--- src/rtl/gpio_irq_router_pkg.sv ---
package gpio_irq_router_pkg;

    // Default bank sizes; the shared line count equals the bank 2 width.
    localparam int unsigned DEF_B0_W     = 14;
    localparam int unsigned DEF_B1_W     = 24;
    localparam int unsigned DEF_SHARED_W = 32;
    localparam int unsigned NUM_BANKS    = 3;

    // Index of each bank's overflow line within the overflow group.
    typedef enum logic [1:0] {
        BANK_0 = 2'd0,
        BANK_1 = 2'd1,
        BANK_2 = 2'd2
    } bank_idx_e;

endpackage

--- src/rtl/gpio_irq_route_ctrl.sv ---
module gpio_irq_route_ctrl #(
    parameter int unsigned SHARED_W = gpio_irq_router_pkg::DEF_SHARED_W,
    parameter int unsigned NB       = gpio_irq_router_pkg::NUM_BANKS
) (
    input  logic                clk,
    input  logic                rst,
    input  logic                sel_we,
    input  logic [SHARED_W-1:0] sel_wdata,
    input  logic                en_we,
    input  logic [NB-1:0]       en_wdata,
    output logic [SHARED_W-1:0] sel_q_o,
    output logic [NB-1:0]       en_q_o
);

    typedef struct packed {
        logic [SHARED_W-1:0] sel;
        logic [NB-1:0]       en;
    } ctrl_t;

    ctrl_t ctrl_d, ctrl_q;

    always_comb begin
        ctrl_d = ctrl_q;
        if (sel_we) ctrl_d.sel = sel_wdata;
        if (en_we)  ctrl_d.en  = en_wdata;
    end

    always_ff @(posedge clk) begin
        if (rst) ctrl_q <= '0;
        else     ctrl_q <= ctrl_d;
    end

    assign sel_q_o = ctrl_q.sel;
    assign en_q_o  = ctrl_q.en;

    // reset clears both control registers
    p_reset_clear_r1: assert property (@(posedge clk)
        rst |=> (ctrl_q.sel == '0 && ctrl_q.en == '0));

    // an enable-only write keeps the select value
    p_sel_kept_r10: assert property (@(posedge clk) disable iff (rst)
        (en_we && !sel_we) |=> $stable(ctrl_q.sel));

    // a select-only write keeps the enables
    p_en_kept_r10: assert property (@(posedge clk) disable iff (rst)
        (sel_we && !en_we) |=> $stable(ctrl_q.en));

endmodule

--- src/rtl/gpio_irq_route_mux.sv ---
module gpio_irq_route_mux #(
    parameter int unsigned B0_W     = gpio_irq_router_pkg::DEF_B0_W,
    parameter int unsigned B1_W     = gpio_irq_router_pkg::DEF_B1_W,
    parameter int unsigned SHARED_W = gpio_irq_router_pkg::DEF_SHARED_W,
    parameter int unsigned NB       = gpio_irq_router_pkg::NUM_BANKS,
    localparam int unsigned B1_SH_W = SHARED_W - B0_W,
    localparam int unsigned FIXED_W = B0_W + B1_W - SHARED_W
) (
    input  logic [SHARED_W-1:0] sel,
    input  logic [NB-1:0]       en,
    input  logic [B0_W-1:0]     b0,
    input  logic [B1_W-1:0]     b1,
    input  logic [SHARED_W-1:0] b2,
    output logic [SHARED_W-1:0] shared_o,
    output logic [FIXED_W-1:0]  fixed_o,
    output logic [NB-1:0]       nd_o
);
    import gpio_irq_router_pkg::*;

    // Default (unselected) source of each shared line
    logic [SHARED_W-1:0] home_src;

    for (genvar k = 0; k < SHARED_W; k++) begin : g_line
        if (k < B0_W) begin : g_b0
            assign home_src[k] = b0[k];
        end else begin : g_b1
            assign home_src[k] = b1[k-B0_W];
        end
        assign shared_o[k] = sel[k] ? b2[k] : home_src[k];
    end

    assign fixed_o = b1[B1_W-1:B1_SH_W];

    // Displaced sources fold into their bank's overflow line
    logic nd0_any, nd1_any, nd2_any;

    always_comb begin
        nd0_any = |(b0 & sel[B0_W-1:0]);
        nd1_any = |(b1[B1_SH_W-1:0] & sel[SHARED_W-1:B0_W]);
        nd2_any = |(b2 & ~sel);
        nd_o            = '0;
        nd_o[BANK_0]    = en[BANK_0] & nd0_any;
        nd_o[BANK_1]    = en[BANK_1] & nd1_any;
        nd_o[BANK_2]    = en[BANK_2] & nd2_any;
    end

endmodule

--- src/rtl/gpio_irq_router.sv ---
module gpio_irq_router #(
    parameter int unsigned B0_W     = gpio_irq_router_pkg::DEF_B0_W,
    parameter int unsigned B1_W     = gpio_irq_router_pkg::DEF_B1_W,
    parameter int unsigned SHARED_W = gpio_irq_router_pkg::DEF_SHARED_W,
    localparam int unsigned NB      = gpio_irq_router_pkg::NUM_BANKS,
    localparam int unsigned FIXED_W = B0_W + B1_W - SHARED_W,
    localparam int unsigned OUT_W   = SHARED_W + FIXED_W + NB
) (
    input  logic                clk,
    input  logic                rst,
    input  logic                sel_we,
    input  logic [SHARED_W-1:0] sel_wdata,
    input  logic                nd_en_we,
    input  logic [NB-1:0]       nd_en_wdata,
    input  logic [B0_W-1:0]     bank0_irq,
    input  logic [B1_W-1:0]     bank1_irq,
    input  logic [SHARED_W-1:0] bank2_irq,
    output logic [OUT_W-1:0]    irq_out
);

    localparam int unsigned FIX_LO = SHARED_W;
    localparam int unsigned ND_LO  = SHARED_W + FIXED_W;
    localparam int unsigned B1_SH_W = SHARED_W - B0_W;

    logic [SHARED_W-1:0] sel_q;
    logic [NB-1:0]       en_q;
    logic [SHARED_W-1:0] shared_w;
    logic [FIXED_W-1:0]  fixed_w;
    logic [NB-1:0]       nd_w;

    gpio_irq_route_ctrl #(
        .SHARED_W (SHARED_W),
        .NB       (NB)
    ) u_ctrl (
        .clk       (clk),
        .rst       (rst),
        .sel_we    (sel_we),
        .sel_wdata (sel_wdata),
        .en_we     (nd_en_we),
        .en_wdata  (nd_en_wdata),
        .sel_q_o   (sel_q),
        .en_q_o    (en_q)
    );

    gpio_irq_route_mux #(
        .B0_W     (B0_W),
        .B1_W     (B1_W),
        .SHARED_W (SHARED_W),
        .NB       (NB)
    ) u_mux (
        .sel      (sel_q),
        .en       (en_q),
        .b0       (bank0_irq),
        .b1       (bank1_irq),
        .b2       (bank2_irq),
        .shared_o (shared_w),
        .fixed_o  (fixed_w),
        .nd_o     (nd_w)
    );

    typedef struct packed {
        logic [OUT_W-1:0] lines;
        logic             hist_ok;
    } out_t;

    out_t out_d, out_q;

    always_comb begin
        out_d         = out_q;
        out_d.lines   = {nd_w, fixed_w, shared_w};
        out_d.hist_ok = 1'b1;
    end

    always_ff @(posedge clk) begin
        if (rst) out_q <= '0;
        else     out_q <= out_d;
    end

    assign irq_out = out_q.lines;

    // outputs are quiet while reset is held
    p_quiet_in_reset_r1: assert property (@(posedge clk)
        rst |=> (irq_out == '0));

    // fixed lines follow the top bank 1 bits one edge later
    p_fixed_follow_r5: assert property (@(posedge clk) disable iff (rst)
        out_q.hist_ok |-> irq_out[ND_LO-1:FIX_LO] == $past(bank1_irq[B1_W-1:B1_SH_W]));

    // with nothing routed to bank 2, bank 0 owns its lines
    p_bank0_home_r2: assert property (@(posedge clk) disable iff (rst)
        (out_q.hist_ok && $past(sel_q) == '0) |-> irq_out[B0_W-1:0] == $past(bank0_irq));

    // a disabled bank 0 overflow line stays low
    p_nd0_gated_r6: assert property (@(posedge clk) disable iff (rst)
        (out_q.hist_ok && !$past(en_q[0])) |-> !irq_out[ND_LO]);

    // with no bank 1 line displaced, its overflow line stays low
    p_nd1_fixed_excluded_r7: assert property (@(posedge clk) disable iff (rst)
        (out_q.hist_ok && $past(sel_q[SHARED_W-1:B0_W]) == '0) |-> !irq_out[ND_LO+1]);

    // with every line given to bank 2, its overflow line stays low
    p_nd2_none_r8: assert property (@(posedge clk) disable iff (rst)
        (out_q.hist_ok && $past(&sel_q)) |-> !irq_out[ND_LO+2]);

endmodule

--- config.mk ---
export PLATFORM = sky130hd
export DESIGN_NAME = gpio_irq_router
export DESIGN_NICKNAME = d
export VERILOG_FILES = /design/src/rtl/gpio_irq_router_pkg.sv /design/src/rtl/gpio_irq_route_ctrl.sv /design/src/rtl/gpio_irq_route_mux.sv /design/src/rtl/gpio_irq_router.sv
export SDC_FILE = /design/constraint.sdc
export NUM_CORES = 1
export LEC_CHECK = 0
export BUFFER_PORTS_ARGS = -buffer_cell sky130_fd_sc_hd__buf_2
export CAP_MARGIN = 20
export CORE_ASPECT_RATIO = 1.2
export CORE_MARGIN = 1.5
export CORE_UTILIZATION = 51
export CTS_BUF_LIST = sky130_fd_sc_hd__clkbuf_8
export DETAILED_ROUTE_END_ITERATION = 10
export PLACE_DENSITY = 0.88
export SKIP_LAST_GASP = 1
export SYNTH_ARGS = -nofsm -noshare
export SYNTH_HDL_FRONTEND = slang
export SYNTH_SLANG_ARGS = --single-unit
--- constraint.sdc ---
create_clock -name clk -period 2.4 [get_ports clk]
set_input_delay 0.48 -clock clk [delete_from_list [all_inputs] [get_ports clk]]
set_output_delay 0.48 -clock clk [all_outputs]
set_load 0.1 [all_outputs]
# After elaboration in Yosys (flattened, before gate mapping)

Cells that the tools add are included.

Bitwise gates (word level): 7
Reduce and logical (&&, ||, !) cells: 3
Mux-type cells: 32

Operators with widths:

| operator            | number |
|---|---|
| 32-bit AND          | 1 |
| 1-bit 2-to-1 mux    | 32 |
| 32-bit NOT          | 1 |
| 32-bit OR reduction | 1 |
| 18-bit AND          | 1 |
| 18-bit OR reduction | 1 |
| 14-bit AND          | 1 |
| 14-bit OR reduction | 1 |
| 1-bit AND           | 3 |

Logic and storage cells: 45
Output and inout port bits: 41
Bits in registers: 76

# Logic depth before layout (Yosys ltp)

Depth in word-level cells: 4
Depth in mapped cells: 4

# By module

Synthesis repeated with hierarchy kept, for this count alone.

Cells, all modules: 313
Area, all modules: 3215.6 µm²

Modules (own cells, without submodules):

| module              | cells each | area an instance (µm²) | seq. area each (µm²) | times used |
|---|---|---|---|---|
| gpio_irq_route_ctrl | 113        | 1272.5                 | 700.7                | 1 |
| gpio_irq_router     | 86         | 1097.3                 | 820.8                | 1 |
| gpio_irq_route_mux  | 114        | 845.8                  | 0.0                  | 1 |

# Least setup slack after synthesis

No wires, ideal clock.

Kind: reg-to-output
Start: reg out_q, in the netlist irq_out[0]
End: out irq_out[0]
Buffers on the path: 0
Arrival time: 909 ps
Stages on the path, launching flop included: 1
Path slack: 1011 ps
Data required time: 1920 ps
Cell sequence: dfxtp_1

RTL lines:

| what                   | line                  | RTL |
|---|---|---|
| start, declared        | gpio_irq_router.sv:66 | `out_t out_d, out_q;` |
| start signal, assigned | gpio_irq_router.sv:76 | `else out_q <= out_d;` |
| end, declared          | gpio_irq_router.sv:18 | `output logic [OUT_W-1:0] irq_out` |

No word-level cell between the ends.

# Worst setup path in the final report

Start: reg out_q, in the netlist irq_out[39]
End: out irq_out[39]

No word-level cell between the ends.

==> flow_summary.ini <==
[run_status]
run_status = completed

[worst_setup_path]
crit_buf_inv = 1
cp.required_ns = 1.92
critical_path_start_end_classification = reg -> out
crit_chain = buf_2
critical_path.slowest_cell = buf_2
reg2reg_slack_ns = 1.12
crit_arrival_ns = 1.11
timing.critical_path.from_type = flop
max_stage_delay_ns = 0.43
crit_family = buffers and inverters
setup.worst_path.end_class = primary output
path_max_fanout = 1

[yosys]
synth-seq-cells = 76
synth_enable_flop_cells = 0
synthesis.area_um2 = 2990
post-synth-top-area-cell = dfxtp_1
syn-instance-count = 299
netlist_top_cells_count = 76 x dfxtp_1, 67 x mux2i_1, 67 x nor2_1
yosysWarningCount = 0
average_footprint_of_a_synthesized_cell_um2 = 10.0
dominantRegCellSynth = dfxtp_1
synth.top_cells.by_area = dfxtp_1 51%, mux2i_1 22%, nor2_1 8.4%, inv_1 2.9%, nand2b_1 2.3%
synthArstFlopShare_pct = 0
post-synth-top-count-cell = dfxtp_1
synth.net_count = 408
synth_seq_area_share_pct = 50.9
synth_cell_type_count = 21
synth.top_cell.area_share_pct = 50.9

[clocking]
post-cts-setup-buffer-count = 0
ctsHtreeMaxLevel = 3
clk_pin_slew_worst_paths_ns = 0.08
clk-insertion-delay-late_ns = 0.35
cts-hold-fix-buffers = 0
tritoncts = built
cts_inserted_buffers = 9
cts-resized-gates = 0
cts_buffer_depth = 2
cts-root-buf = clkbuf_8
numClockSinks = 76

[worst_hold_path]
worst_hold_path_type = in -> reg

[global_routing]
globalRoute.totalOverflow = 0
pin_count_of_the_biggest_net_entering_global_routing = 35
grt_antenna_before_repair = 0
wire_length_of_the_first_global_routing_pass_um = 11600
first_global_vias = 2525
grt_usage_pct = 24.5

[cells_and_area]
nFillCells = 444
growth_of_design_area_from_synthesis_to_finish_pct = 36.1
insertedDiodeCount = 0
seqCellArea_um2 = 1520
final_layout_size_suffix_gt1_share_pct = 36.9
final_net_count = 559
multi_input_comb_area_um2 = 1320
layoutNonFillerInstCount = 535

[drt]
dr_total_vias = 2690
final_antenna_net_count = 0
drc = 0
vias_per_cell = 5.03
dr.first_iter.drc_count = 113
detail_route.wirelength_um = 7670
wire_per_inst_um = 14.3
firstDrtPassIters = 4

[timing]
finalHoldViolations = 0
post-route-min-period_ns = 1.59
fin_crit_sh_pct = 66.3
maxSlewViolCount = 0
timing.clock.skew_ns = 0.0140
setup_total_negative_slack_ns = 0
max_freq_mhz = 628
grt_setup_unrepaired = no
worstMarginPinSlew_ns = 0.626
worst_slew_margin_rel_pct = 58.2
report.final.setup_viol = 0

[place]
place_hpwl_um = 5930
buffer_ports.inserted = 149
finalWeightedCongestion = 0.825
post-place-cells = 519

[power_and_ir_drop]
power_frac_comb_pct = 20.9
total_leakage_power_nw = 2.06
power_density_nw_per_um2 = 803
power.switching_mw = 0.985
p_clk_share_pct = 36.5
netSwitchingFraction_pct = 30.2
p_int_mw = 2.28
ir_worst_vdd_v = 0.000542
seqPwrFrac_pct = 42.5

[floorplanning]
rows = 30
floorplan.initialDensity_pct = 52.8
design.core.area_um2 = 5670
dieArea_um2 = 6330
io-pin-count = 150
die-height_um = 86.9
die_w_um = 72.9

[run]
maxCapViolations = 0
==> layout make-up <==
cell class                 instances  share of cell area (%)
clock inverter                     5                    2.43
multi-input combinational        188                    32.4
timing repair buffer             152                    19.5
sequential                        76                    37.4
inverter                          23                    2.12
clock buffer                      11                    3.72
tap                               80                    2.46
==> per-stage QoR <==
stage               setup WS, ns  utilization, %  power [mW]  cell area [µm²]  hold slack, ns
global placement           0.867            67.4        2.09             3820           0.435
detailed placement         0.839            67.4        2.10             3820           0.444
floorplan                   1.01               -        1.91             2990           0.408
global route               0.781            71.8        3.38             4070           0.338
finish                     0.809            71.8        3.27             4070           0.332
CTS                        0.797            71.8        3.28             4070           0.330
==> flip-flops by register name, indices dropped and copies added, names as in the netlist <==
signal / cells
irq_out: 41
u_ctrl.sel_q_o: 32
u_ctrl.en_q_o: 3
==> kinds of logic (layout without fill, tap and decap cells) <==
kind of cell           after synthesis  after routing  synth area share (%)
DFF                                 76             76                  50.9
muxes                               67             67                  22.4
AOI/OAI and AO/OA                   31             31                  8.49
buffers and inverters               35            191                  5.02
and+or+nand+nor                     90             90                  13.2
==> power groups by stage <==
| stage | registers (mW) | clock network [mW] | logic, mW |
|---|---|---|---|
| CTS | 1.39 | 1.20 | 0.687 |
| finish | 1.39 | 1.19 | 0.683 |
| floorplan | 1.73 | 0 | 0.179 |
| detailed placement | 1.42 | 0 | 0.685 |
| global route | 1.40 | 1.26 | 0.722 |
| global placement | 1.41 | 0 | 0.675 |
==> final timing paths <==
kind / start / endpoint / cells after the start
hold / removal: bank1_irq[22] / irq_out[36]$_SDFF_PP0_ / 2
setup reg to reg: u_ctrl.sel_q_o[2]$_SDFFE_PP0P_ / irq_out[38]$_SDFF_PP0_ / 3
hold reg to reg: u_ctrl.en_q_o[2]$_SDFFE_PP0P_ / irq_out[40]$_SDFF_PP0_ / 2
setup / recovery: irq_out[39]$_SDFF_PP0_ / irq_out[39] / 1
==> routing by layer <==
layer / track usage, % / vias to the layer above / wire, µm
met4: 12.3 / 0 / 158
met1: 26.8 / 1225 / 2990
met3: 5.09 / 13 / 491
met2: 44.1 / 116 / 4030
met5: 0 / - / 0
li1: - / 1336 / -
==> cells in the final DEF, fill, tap and decap left out, drive strengths merged <==
master,instances
buf,152
dfxtp,76
mux2i,67
nor2,67
inv,24
nand2b,11
clkbuf,11
o22ai,8
a221oi,7
a22o,6
nor2b,6
o2111ai,4
nor4,3
a22oi,3
bufinv,3
a311oi,3
or2b,1
and3,1
nand2,1
clkinv,1
No activity file was read; power rests on OpenSTA's default activity.
